### src/rtl/rom_rd_pkg.sv
package rom_rd_pkg;

  typedef enum logic {
    ST_IDLE = 1'b0,
    ST_WAIT = 1'b1
  } rd_state_e;

  // Nanoseconds to whole clock cycles, rounded up, at least one.
  function automatic int unsigned ns_to_cyc(input int unsigned ns, input int unsigned clk_ns);
    int unsigned c;
    c = (ns + clk_ns - 1) / clk_ns;
    return (c == 0) ? 1 : c;
  endfunction

  function automatic int unsigned max_u(input int unsigned a, input int unsigned b);
    return (a > b) ? a : b;
  endfunction

endpackage

### src/rtl/rom_rd_wait_timer.sv
module rom_rd_wait_timer #(
  parameter int CNT_W = 3
) (
  input  logic             clk,
  input  logic             rst_n,
  input  logic             load,
  input  logic [CNT_W-1:0] load_val,
  output logic             expire
);

  logic             busy_q, busy_d;
  logic [CNT_W-1:0] cnt_q, cnt_d;
  logic             en;

  always_comb begin
    busy_d = busy_q;
    cnt_d  = cnt_q;
    expire = busy_q && (cnt_q == '0);
    en     = load || busy_q;
    if (load) begin
      busy_d = 1'b1;
      cnt_d  = load_val - CNT_W'(1);
    end else if (busy_q) begin
      if (cnt_q == '0) busy_d = 1'b0;
      else             cnt_d  = cnt_q - CNT_W'(1);
    end
  end

  always_ff @(posedge clk or negedge rst_n) begin
    if (!rst_n) begin
      busy_q <= 1'b0;
      cnt_q  <= '0;
    end else if (en) begin
      busy_q <= busy_d;
      cnt_q  <= cnt_d;
    end
  end

  // the controller never reloads a running count
  a_r2_no_reload_busy: assert property (@(posedge clk) disable iff (!rst_n)
    load |-> !busy_q);

  // once started, the count falls by one per cycle until it ends
  a_r3_countdown: assert property (@(posedge clk) disable iff (!rst_n)
    (busy_q && cnt_q != '0) |=> (busy_q && cnt_q == $past(cnt_q) - CNT_W'(1)));

endmodule

### src/rtl/rom_rd_page_track.sv
module rom_rd_page_track #(
  parameter int TAG_W   = 15,
  parameter int IDLE_TO = 16,
  parameter int IDLE_W  = 5
) (
  input  logic             clk,
  input  logic             rst_n,
  input  logic             start,
  input  logic [TAG_W-1:0] start_tag,
  input  logic             start_mode,
  input  logic             quiet,
  output logic             open,
  output logic             hit
);

  logic              open_q, open_d;
  logic [TAG_W-1:0]  tag_q, tag_d;
  logic              mode_q, mode_d;
  logic [IDLE_W-1:0] idle_q, idle_d;
  logic              en;
  logic              limit;

  assign limit = (idle_q == IDLE_W'(IDLE_TO - 1));

  always_comb begin
    open_d = open_q;
    tag_d  = tag_q;
    mode_d = mode_q;
    idle_d = idle_q;
    en     = start || (quiet && open_q);
    hit    = open_q && (tag_q == start_tag) && (mode_q == start_mode);
    if (start) begin
      open_d = 1'b1;
      tag_d  = start_tag;
      mode_d = start_mode;
      idle_d = '0;
    end else if (quiet && open_q) begin
      if (limit) begin
        open_d = 1'b0;
        idle_d = '0;
      end else begin
        idle_d = idle_q + IDLE_W'(1);
      end
    end
  end

  always_ff @(posedge clk or negedge rst_n) begin
    if (!rst_n) begin
      open_q <= 1'b0;
      tag_q  <= '0;
      mode_q <= 1'b0;
      idle_q <= '0;
    end else if (en) begin
      open_q <= open_d;
      tag_q  <= tag_d;
      mode_q <= mode_d;
      idle_q <= idle_d;
    end
  end

  assign open = open_q;

  // the idle limit closes the page on the next edge
  a_r8_timeout_close: assert property (@(posedge clk) disable iff (!rst_n)
    (open_q && quiet && !start && limit) |=> !open_q);

  // a page can only be opened by a request
  a_r4_open_by_start: assert property (@(posedge clk) disable iff (!rst_n)
    $rose(open_q) |-> $past(start));

endmodule

### src/rtl/rom_page_reader.sv
module rom_page_reader
  import rom_rd_pkg::*;
#(
  parameter int ADDR_W  = 19,
  parameter int DATA_W  = 16,
  parameter int PAGE_LG = 4,
  parameter int CLK_NS  = 20,
  parameter int ACC_NS  = 90,
  parameter int PAGE_NS = 50,
  parameter int OE_NS   = 45,
  parameter int IDLE_TO = 16
) (
  input  logic              clk,
  input  logic              rst_n,
  input  logic              req_valid,
  output logic              req_ready,
  input  logic [ADDR_W-1:0] req_addr,
  input  logic              req_byte,
  output logic              rsp_valid,
  output logic [DATA_W-1:0] rsp_data,
  output logic [ADDR_W-2:0] mem_addr,
  output logic              mem_bsel,
  output logic              mem_bsel_en,
  output logic              mem_byte_n,
  output logic              mem_ce_n,
  output logic              mem_oe_n,
  input  logic [DATA_W-1:0] mem_dq
);

  localparam int unsigned ACC_C  = ns_to_cyc(ACC_NS, CLK_NS);
  localparam int unsigned PAGE_C = ns_to_cyc(PAGE_NS, CLK_NS);
  localparam int unsigned OE_C   = ns_to_cyc(OE_NS, CLK_NS);
  localparam int unsigned MISS_W = max_u(ACC_C, OE_C);
  localparam int unsigned HIT_W  = max_u(PAGE_C, OE_C);
  localparam int CNT_W  = $clog2(MISS_W + 1);
  localparam int TAG_W  = ADDR_W - PAGE_LG;
  localparam int IDLE_W = $clog2(IDLE_TO + 1);
  localparam int BYTE_W = DATA_W / 2;

  rd_state_e         state_q, state_d;
  logic              accept, expire, page_hit, page_open;
  logic [CNT_W-1:0]  wait_val;
  logic [ADDR_W-2:0] addr_q;
  logic              bsel_q, byte_q, oe_n_q, oe_n_d, rsp_v_q;
  logic [DATA_W-1:0] data_q, data_d;

  assign req_ready = (state_q == ST_IDLE);
  assign accept    = req_valid && req_ready;
  assign wait_val  = page_hit ? CNT_W'(HIT_W) : CNT_W'(MISS_W);

  rom_rd_page_track #(
    .TAG_W  (TAG_W),
    .IDLE_TO(IDLE_TO),
    .IDLE_W (IDLE_W)
  ) u_track (
    .clk       (clk),
    .rst_n     (rst_n),
    .start     (accept),
    .start_tag (req_addr[ADDR_W-1:PAGE_LG]),
    .start_mode(req_byte),
    .quiet     (req_ready),
    .open      (page_open),
    .hit       (page_hit)
  );

  rom_rd_wait_timer #(
    .CNT_W(CNT_W)
  ) u_timer (
    .clk     (clk),
    .rst_n   (rst_n),
    .load    (accept),
    .load_val(wait_val),
    .expire  (expire)
  );

  // next state
  always_comb begin
    state_d = state_q;
    oe_n_d  = oe_n_q;
    if (accept) begin
      state_d = ST_WAIT;
      oe_n_d  = 1'b0;
    end else if (expire) begin
      state_d = ST_IDLE;
      oe_n_d  = 1'b1;
    end
  end

  always_comb begin
    if (byte_q) data_d = {{(DATA_W-BYTE_W){1'b0}}, mem_dq[BYTE_W-1:0]};
    else        data_d = mem_dq;
  end

  // control registers
  always_ff @(posedge clk or negedge rst_n) begin
    if (!rst_n) begin
      state_q <= ST_IDLE;
      oe_n_q  <= 1'b1;
      rsp_v_q <= 1'b0;
    end else begin
      if (accept || expire) begin
        state_q <= state_d;
        oe_n_q  <= oe_n_d;
      end
      rsp_v_q <= expire;
    end
  end

  // address registers, loaded when a request is taken
  always_ff @(posedge clk or negedge rst_n) begin
    if (!rst_n) begin
      addr_q <= '0;
      bsel_q <= 1'b0;
      byte_q <= 1'b0;
    end else if (accept) begin
      addr_q <= req_addr[ADDR_W-1:1];
      bsel_q <= req_byte & req_addr[0];
      byte_q <= req_byte;
    end
  end

  // data register, loaded at the end of the wait
  always_ff @(posedge clk or negedge rst_n) begin
    if (!rst_n)      data_q <= '0;
    else if (expire) data_q <= data_d;
  end

  assign rsp_valid   = rsp_v_q;
  assign rsp_data    = data_q;
  assign mem_addr    = addr_q;
  assign mem_bsel    = bsel_q;
  assign mem_bsel_en = byte_q;
  assign mem_byte_n  = ~byte_q;
  assign mem_ce_n    = ~page_open;
  assign mem_oe_n    = oe_n_q;

  // busy right after a request is taken
  a_r2_busy_after_accept: assert property (@(posedge clk) disable iff (!rst_n)
    accept |=> !req_ready);

  // output enable only together with chip enable
  a_r3_oe_needs_ce: assert property (@(posedge clk) disable iff (!rst_n)
    !mem_oe_n |-> !mem_ce_n);

  // memory lines hold still during an access
  a_r10_lines_hold: assert property (@(posedge clk) disable iff (!rst_n)
    (!req_ready && $past(!req_ready)) |-> ($stable(mem_addr) && $stable(mem_bsel) && $stable(mem_byte_n)));

  // single-cycle strobe
  a_r9_one_pulse: assert property (@(posedge clk) disable iff (!rst_n)
    rsp_valid |=> !rsp_valid);

  // output enable released when the result is presented
  a_r9_oe_released: assert property (@(posedge clk) disable iff (!rst_n)
    rsp_valid |-> mem_oe_n);

  // data was sampled under output enable
  a_r9_sampled_under_oe: assert property (@(posedge clk) disable iff (!rst_n)
    rsp_valid |-> $past(!mem_oe_n));

endmodule

### config.mk
export PLATFORM = sky130hd
export DESIGN_NAME = rom_page_reader
export DESIGN_NICKNAME = d
export VERILOG_FILES = /design/src/rtl/rom_rd_pkg.sv /design/src/rtl/rom_rd_wait_timer.sv /design/src/rtl/rom_rd_page_track.sv /design/src/rtl/rom_page_reader.sv
export SDC_FILE = /design/constraint.sdc
export NUM_CORES = 1
export LEC_CHECK = 0
export ABC_AREA = 1
export BUFFER_PORTS_ARGS = -buffer_cell sky130_fd_sc_hd__buf_2
export CELL_PAD_IN_SITES_DETAIL_PLACEMENT = 1
export CELL_PAD_IN_SITES_GLOBAL_PLACEMENT = 2
export CORE_MARGIN = 1.5
export CORE_UTILIZATION = 32
export DETAILED_ROUTE_END_ITERATION = 10
export PLACE_DENSITY = 0.83
export SLEW_MARGIN = 15
export SYNTH_ARGS = -nofsm -noshare
export SYNTH_HDL_FRONTEND = slang
export SYNTH_HIERARCHICAL = 1
export SYNTH_SLANG_ARGS = --single-unit
### constraint.sdc
create_clock -name clk -period 2.5 [get_ports clk]
set_input_delay 0.125 -clock clk [delete_from_list [all_inputs] [get_ports clk]]
set_output_delay 0.125 -clock clk [all_outputs]
set_load 0.05 [all_outputs]
==> metrics.md, run 1 <==
| Metric | Value |
|---|---|
| Critical-path cell with the highest stage delay | dfrtp_1 |
| Switching Fraction | 0.489 |
| Largest cells by area after synthesis | dfrtp_1 55%, nand2_1 20%, nand3_1 5.1% |
| Worst stage delay on the critical path | 0.44 ns |
| Most common library cell in the layout ignoring fill and taps | nand2_1 |
| CP Max Fanout | 5 |
| CORE AREA | 8810 um^2 |
| Non-Filler Instances | 573 |
| PD cells | 1430 nW/um^2 |
| Lkg Pwr | 0.00215 uW |
| Worst-skew pair later-pin latency | 0.34 ns |
| Die width | 98.6 um |
| Number of port buffers | 79 |
| Largest net degree at the start of global routing | 66 |
| CTS sink cnt | 65 |
| DRC errors left | 11 |
| CP most frequent cell | nand2_1 |
| Cell family with most CP delay | simple AND/OR/NAND/NOR gates |
| Synth Cell Area | 2920 um^2 |
| Synthesized instance count | 358 |
| Num CTS Buffers | 9 |
| Failing checks | design-rule violations |
| Internal power | 2790 uW |
| Max Cap Violations | 0 |
| Area grow syn2layout | 30.7% |
| CP Class | flop to flop |
| Mux share of post-synthesis cell area | 0.00342 |
| Number of placement rows | 34 |
| Post-CTS Setup Bufs | 0 |
| Hold Crit Class | input port to flop |
| Adder-Cell Fraction of Synth Area | 0.00856 |
| Main combinational cell family by area after synthesis | simple AND/OR/NAND/NOR gates |
| Reg2Reg Setup Slack | 0.79 ns |
| GR Util met3 | 0.0326 |
| Vias in the first global route | 2785 |
| Met1 usage | 0.234 |
| Initial antenna violation count | 0 |
| Final hold vios | 0 |
| Slew margin rel. | 0.445 |
| Worst-Margin Slew | 0.832 ns |
| Sequential Power Share | 0.329 |
| Max Clock Freq | 0.586 GHz |
| Placed insts | 539 |
| Post-route minimum period | 1.71 ns |
| RSZ-0062 raised after global routing | false |
| Detailed Route WL | 7910 um |
| Synth warnings | 6 |
| Mapped Nets | 399 |
| Fin nets | 501 |
| Final period util | 0.682 |
| Post-cts resize count | 0 |
| Distinct cells, synth | 26 |
| Clk pwr share | 0.188 |
| H-tree levels | 3 |
| Antenna cells | 0 |
| Ratio of cells with drive above 1 in the final layout | 0.241 |
| Final setup viols | 0 |
| Clk pin slew, worst setup/hold paths | 0.08 ns |
| Synth Area in Compound Gates | 0.0398 |
| Die ar. | 9720 um^2 |
| Overall global routing resource usage | 0.177 |
| Worst path required time | 2.73 ns |
| Vert. Die Dim | 98.6 um |
| CTS tree | yes |
| Simple-gate share of the synthesized area | 0.301 |
| Seq/Total Area, Yosys | 0.557 |
| First-pass GRT wire length | 13500 um |
| Clock Root Buffer | clkbuf_8 |
| HPWL after DPL | 5410 um |
| Worst vdd ir | 0.637 mV |
| Longest Clk Path Bufs | 2 |
| Remaining Overflow, GRT | 0 |
| Io pins | 80 |
| CP endpoint kind | flop |
| Yosys top cell by area | dfrtp_1 |
| Synth Register Bits | 65 |
| Crit path launch type | flop |
| Initial Utilization | 0.332 |
| Critical Path, Cell by Cell | nand2_1 > nor2_1 > nand2_1 > nor2_1 > nand2_1 > nor2_1 > mux2i_1 > ha_1 > nand3_1 > nand2_1 > nand2_1 > nand2_1 |
| Avg Synthesized Cell Area | 8.16 um^2 |
| Post-DR vias/cell | 4.54 |
| Antenna-violating nets left | 0 |
| Fin. max-slew vios | 0 |
| Fin Setup TNS | 0 ns |
| CP bufs+invs | 0 |
| Vias | 2600 |
| Status | complete, but fails checks |
| Global route hottest layer | met2 |
| GPL Wtd Cong | 0.763 |
| Comb power frac | 0.483 |
| Switching power | 2670 uW |
| Initial detailed-routing violation count | 118 |
| Met2 Use GR | 0.290 |
| Most frequent cells in the layout | 159 x nand2_1, 79 x buf_2, 64 x dfrtp_1, 30 x nand3_1, 29 x inv_1 |
| Worst EP arrival | 1.93 ns |
| Post-synth top area share | 0.548 |
| Detailed Routing Iterations Pass 1 | 8 |
| XOR/XNOR share of the synthesized area | 0.0180 |
| Hold Slack | 0.0299 ns |
| Wirelength per Cell | 13.8 um |
| Worst Clk Skew | 0.00795 ns |
-- power by group through the flow --
| stage | sequential, uW | combinational, uW | clock, uW |
|---|---|---|---|
| finish | 1790 | 2640 | 1030 |
| global route | 1860 | 2910 | 1100 |
| CTS | 1800 | 2670 | 1060 |
| detailed placement | 1820 | 2650 | 0 |
| global placement | 1790 | 2580 | 0 |
| floorplan | 2780 | 1010 | 0 |
-- cells by family after synthesis --
family	Yosys count
xor+xnor	6
mux	1
simple gates	216
compound gates	22
buf+inv	45
other cells	1
flops	65
fa+ha+maj	2
-- path summary, 6_finish.rpt --
kind	start	cells after the start	end
setup reg to reg	u_track/open	12	u_timer/cnt_q[2]
setup / recovery	u_track/open	12	u_timer/cnt_q[2]
hold reg to reg	mem_addr[7]	2	mem_addr[7]
min in group asynchronous	rst_n	3	rsp_data[8]
max in group asynchronous	rst_n	3	mem_addr[0]
hold / removal	req_addr[1]	3	mem_addr[0]
-- per-layer routing --
metal,part of all wire,routed length [um]
met1,0.47,3740
met2,0.46,3640
met3,0.052,408
met4,0.015,117
met5,0,0
-- flip-flops by register name (all words and copies together), names as in the netlist --
register,count
mem_addr,18
mem_bsel,1
mem_bsel_en,1
mem_oe_n,1
rsp_data,16
rsp_valid,1
state_q,1
u_timer/busy_q,1
u_timer/cnt_q,3
u_track/idle_q,5
u_track/mode_q,1
u_track/open,1
u_track/tag_q,15
-- worst reg2reg max path: stages (launching register included) --
cell	delay [ns]
dfrtp_1	0.44
nand2_1	0.08
nor2_1	0.12
nand2_1	0.06
nor2_1	0.09
nand2_1	0.05
nor2_1	0.14
mux2i_1	0.10
ha_1	0.22
nand3_1	0.08
nand2_1	0.06
nand2_1	0.06
nand2_1	0.06
-- cell usage after synthesis --
cell and number:
mux2i_1 1, dfstp_2 1, buf_2 4, conb_1 1, buf_4 5, or2_1 1
o21ai_1 6, xor2_1 6, nand3_1 30, nor2_2 1, ha_1 2, nor2_1 18
nor2_4 2, inv_1 29, o21ai_2 1, o22ai_1 2, clkinv_1 1, nor3_1 1
nand2_1 159, a21oi_1 2, o21ai_0 11, dfrtp_1 64, nand2_2 3, buf_6 2
nand4_1 1, inv_2 4
-- final cells by class --
cell class / instances / area, um^2
fillers: 1068 / 4990
flip-flops and latches: 65 / 1630
multi-input cells: 248 / 1090
repair buffers: 102 / 613
clock buffers: 11 / 151
well taps: 108 / 135
inverters: 34 / 128
clock inverters: 5 / 77.6
-- per-stage QoR --
step / utilization / worst slack, ns / instance area, um^2 / total power [uW]
6_report: 0.434 / 0.794 / 3820 / 5460
3_5_place_dp: 0.387 / 0.790 / 3410 / 4460
2_1_floorplan: - / 1.06 / 2920 / 3780
3_3_place_gp: 0.387 / 0.906 / 3410 / 4380
5_1_grt: 0.434 / 0.552 / 3820 / 5870
4_1_cts: 0.434 / 0.775 / 3820 / 5530
-- repair_timing --
item	CTS	global route
hold endpoints to repair	18	0
setup endpoints to repair	0	0
hold buffers	18	0
No activity file was read; power rests on OpenSTA's default activity.
==> inputs of run 2 (changes only) <==
- CORE_UTILIZATION: 32 -> 30
- PLACE_DENSITY: 0.83 -> 0.78
- clock period: 2.5 -> 1.7 ns (I/O delays scaled with it)
==> run 2 against run 1 <==
Effect of this change:
- the run now ends clean
- cell area increased by 3.7%
- combinational power up 49%
- register-to-register slack got worse by 0.74 ns
- wire length increased by 6.8%
- clock power up 56%
- cell count up 5.2%
- via count up 3.7%
- sequential share of layout area is 1.5 points lower
- critical endpoint unchanged
- largest cell class unchanged
- largest power group unchanged
- highest routed layer unchanged
==> metrics.md, run 2 (same netlist as run 1, synthesis figures left out) <==
| Metric | Value |
|---|---|
| Status | finished clean (was complete, but fails checks) |
| Max Clock Freq | 0.594 GHz |
| PD cells | 2070 nW/um^2 (was 1430 nW/um^2) |
| Min-delay src | req_addr[17] (was req_addr[1]) |
| Ratio of cells with drive above 1 in the final layout | 0.249 (was 0.241) |
| Detailed Route WL | 8440 um (was 7910 um) |
| H-tree levels | 3 (unchanged) |
| Worst flop-to-flop path startpoint | u_track/tag_q[13] (was u_track/open) |
| Longest Clk Path Bufs | 2 (unchanged) |
| Final setup viols | 0 (unchanged) |
| Worst R2R Path Depth | 11 (was 12) |
| CP Class | input port to flop (was flop to flop) |
| Fin. max-slew vios | 0 (unchanged) |
| R2r endpoint | u_timer/cnt_q[2] (unchanged) |
| Seq. cell area | 1630 um^2 (unchanged) |
| Crit path launch type | input port (was flop) |
| Number of port buffers | 79 (unchanged) |
| Worst-Margin Slew | 0.564 ns (was 0.832 ns) |
| Slew margin rel. | 0.624 (was 0.445) |
| Area of the multi-input gates | 1090 um^2 (about the same) |
| Fill cells | 1153 (was 1068) |
| Vias in the first global route | 2795 (was 2785) |
| Worst stage delay on the critical path | 0.54 ns (was 0.44 ns) |
| Worst EP arrival | 1.96 ns (was 1.93 ns) |
| Most common library cell in the layout ignoring fill and taps | nand2_1 (unchanged) |
| Worst Clk Skew | 0.00843 ns (was 0.00795 ns) |
| Hold Crit Class | input port to flop (unchanged) |
| Area grow syn2layout | 35.6% (was 30.7%) |
| First-pass GRT wire length | 13900 um (was 13500 um) |
| Max Cap Violations | 0 (unchanged) |
| Clk pin slew, worst setup/hold paths | 0.08 ns (about the same) |
| Hold endpoint | u_track/tag_q[13] (was mem_addr[0]) |
| Antenna cells | 0 (unchanged) |
| Reg2Reg Setup Slack | 0.05 ns (was 0.79 ns) |
| Number of placement rows | 35 (was 34) |
| Wirelength per Cell | 14.0 um (was 13.8 um) |
| Num CTS Buffers | 9 (unchanged) |
| Most frequent cells in the layout | 159 x nand2_1, 79 x buf_2, 64 x dfrtp_1, 30 x nand3_1, 28 x inv_1 (was 159 x nand2_1, 79 x buf_2, 64 x dfrtp_1, 30 x nand3_1, 29 x inv_1) |
| RSZ-0062 raised after global routing | true (was false) |
| CP endpoint kind | flop (unchanged) |
| Hold Path Depth | 3 (unchanged) |
| Die width | 102 um (was 98.6 um) |
| GPL Wtd Cong | 0.736 (was 0.763) |
| Initial detailed-routing violation count | 57 (was 118) |
| Post-route minimum period | 1.68 ns |
| Io pins | 80 (unchanged) |
| Clock Root Buffer | clkbuf_8 (unchanged) |
| Initial Utilization | 0.313 (was 0.332) |
| Worst-skew pair later-pin latency | 0.34 ns (about the same) |
| Die ar. | 10300 um^2 (was 9720 um^2) |
| CP most frequent cell | nand2_1 (unchanged) |
| Remaining Overflow, GRT | 0 (unchanged) |
| Pre-CTS setup slack | -0.000959 ns (was 0.790 ns) |
| Worst vdd ir | 0.670 mV (was 0.637 mV) |
| Lkg Pwr | 0.00219 uW (was 0.00215 uW) |
| Final worst slack | 0.0173 ns (was 0.794 ns) |
| Final hold vios | 0 (unchanged) |
| Overall global routing resource usage | 0.175 (was 0.177) |
| Critical Path, Cell by Cell | dlygate4sd3_1 > buf_2 > xor2_1 > nor3_2 > nand2_1 > nor2_2 > mux2i_1 > ha_1 > inv_1 > nand3_1 > nand2_1 > nand2_1 > nand2_1 (was nand2_1 > nor2_1 > nand2_1 > nor2_1 > nand2_1 > nor2_1 > mux2i_1 > ha_1 > nand3_1 > nand2_1 > nand2_1 > nand2_1) |
| Placed cell areas | 3470 um^2 (was 3410 um^2) |
| CTS sink cnt | 65 (unchanged) |
| Initial antenna violation count | 0 (unchanged) |
| Largest net degree at the start of global routing | 28 (was 66) |
| HPWL after DPL | 5760 um (was 5410 um) |
| Antenna-violating nets left | 0 (unchanged) |
| Worst path required time | 1.98 ns (was 2.73 ns) |
| Post-DR vias/cell | 4.47 (was 4.54) |
| Detailed Routing Iterations Pass 1 | 4 (was 8) |
| Post-CTS Setup Bufs | 0 (unchanged) |
| Largest register FFs | 18 (unchanged) |
| Fin nets | 510 (was 501) |
| Final instance area | 3960 um^2 (was 3820 um^2) |
| Vert. Die Dim | 102 um (was 98.6 um) |
| Vias | 2696 (was 2600) |
| DRC errors left | 0 (was 11) |
| CTS tree | yes (unchanged) |
| CP Max Fanout | 3 (was 5) |
| Critical-path cell with the highest stage delay | dlygate4sd3_1 (was dfrtp_1) |
| Final period util | 0.990 |
| CORE AREA | 9330 um^2 (was 8810 um^2) |
-- run 2: how the worst max path moves through the flow --
stage | cells past startpoint | slack (ns) | to | startpoint
detailed placement | 10 | -0.001 | u_timer/cnt_q[2] | u_track/tag_q[4]
global placement | 10 | 0.06 | u_timer/cnt_q[2] | u_track/tag_q[13]
CTS | 12 | 0.01 | u_timer/cnt_q[2] | req_addr[8]
finish | 13 | 0.02 | u_timer/cnt_q[2] | req_addr[8]
global route | 13 | -0.07 | u_timer/cnt_q[2] | u_track/tag_q[3]
floorplan | 10 | 0.26 | u_timer/cnt_q[2] | u_track/tag_q[13]
-- run 2: repair_timing --
item	in CTS	in global routing
hold buffers	24	0
endpoints found under the setup margin	1	2
pin swaps	0	4
resized for setup	1	2
endpoints found under the hold margin	44	0
-- run 2: where the power goes --
part / leakage [uW] / total (uW) / switching, uW / internal, uW
Sequential: 0.000807 / 2640 / 388 / 2250
Combinational: 0.00127 / 3940 / 2970 / 973
Clock: 0.000115 / 1610 / 638 / 974
-- run 2: metrics by stage --
step / setup TNS [ns] / total power, uW / hold WS (ns) / utilization / std cells
floorplan: 0 / 5570 / -0.211 / - / 358
global placement: 0 / 6470 / 0.106 / 0.372 / 563
detailed placement: -0.000959 / 6580 / 0.111 / 0.372 / 563
CTS: 0 / 8280 / 0.00424 / 0.425 / 603
global route: -0.0901 / 8760 / 0.0208 / 0.425 / 603
finish: 0 / 8200 / 0.00834 / 0.425 / 603
-- run 2: critical path: cells and delay by family --
| family | cells | cell delay, ns |
|---|---|---|
| mux | 1 | 0.09 |
| simple gates | 7 | 0.64 |
| fa+ha+maj | 1 | 0.23 |
| xor+xnor | 1 | 0.16 |
| buf+inv | 3 | 0.76 |
-- run 2: area by class of cell --
type | count | area share
Clock buffer | 9 | 0.0313
Timing Repair Buffer | 111 | 0.179
Sequential cell | 65 | 0.411
Tap cell | 129 | 0.0407
Inverter | 34 | 0.0322
Clock inverter | 7 | 0.0300
Multi-Input combinational cell | 248 | 0.276
-- run 2: per-layer routing --
layer  part of all wire  routed length, um  GRT usage  vias to the layer above
li1                   -                  -          -                     1326
met1               0.47               3950      0.227                     1283
met2               0.47               3960      0.286                       77
met3              0.051                430     0.0331                       10
met4              0.013                111     0.0705                        0
met5                  0                  0          0                        -
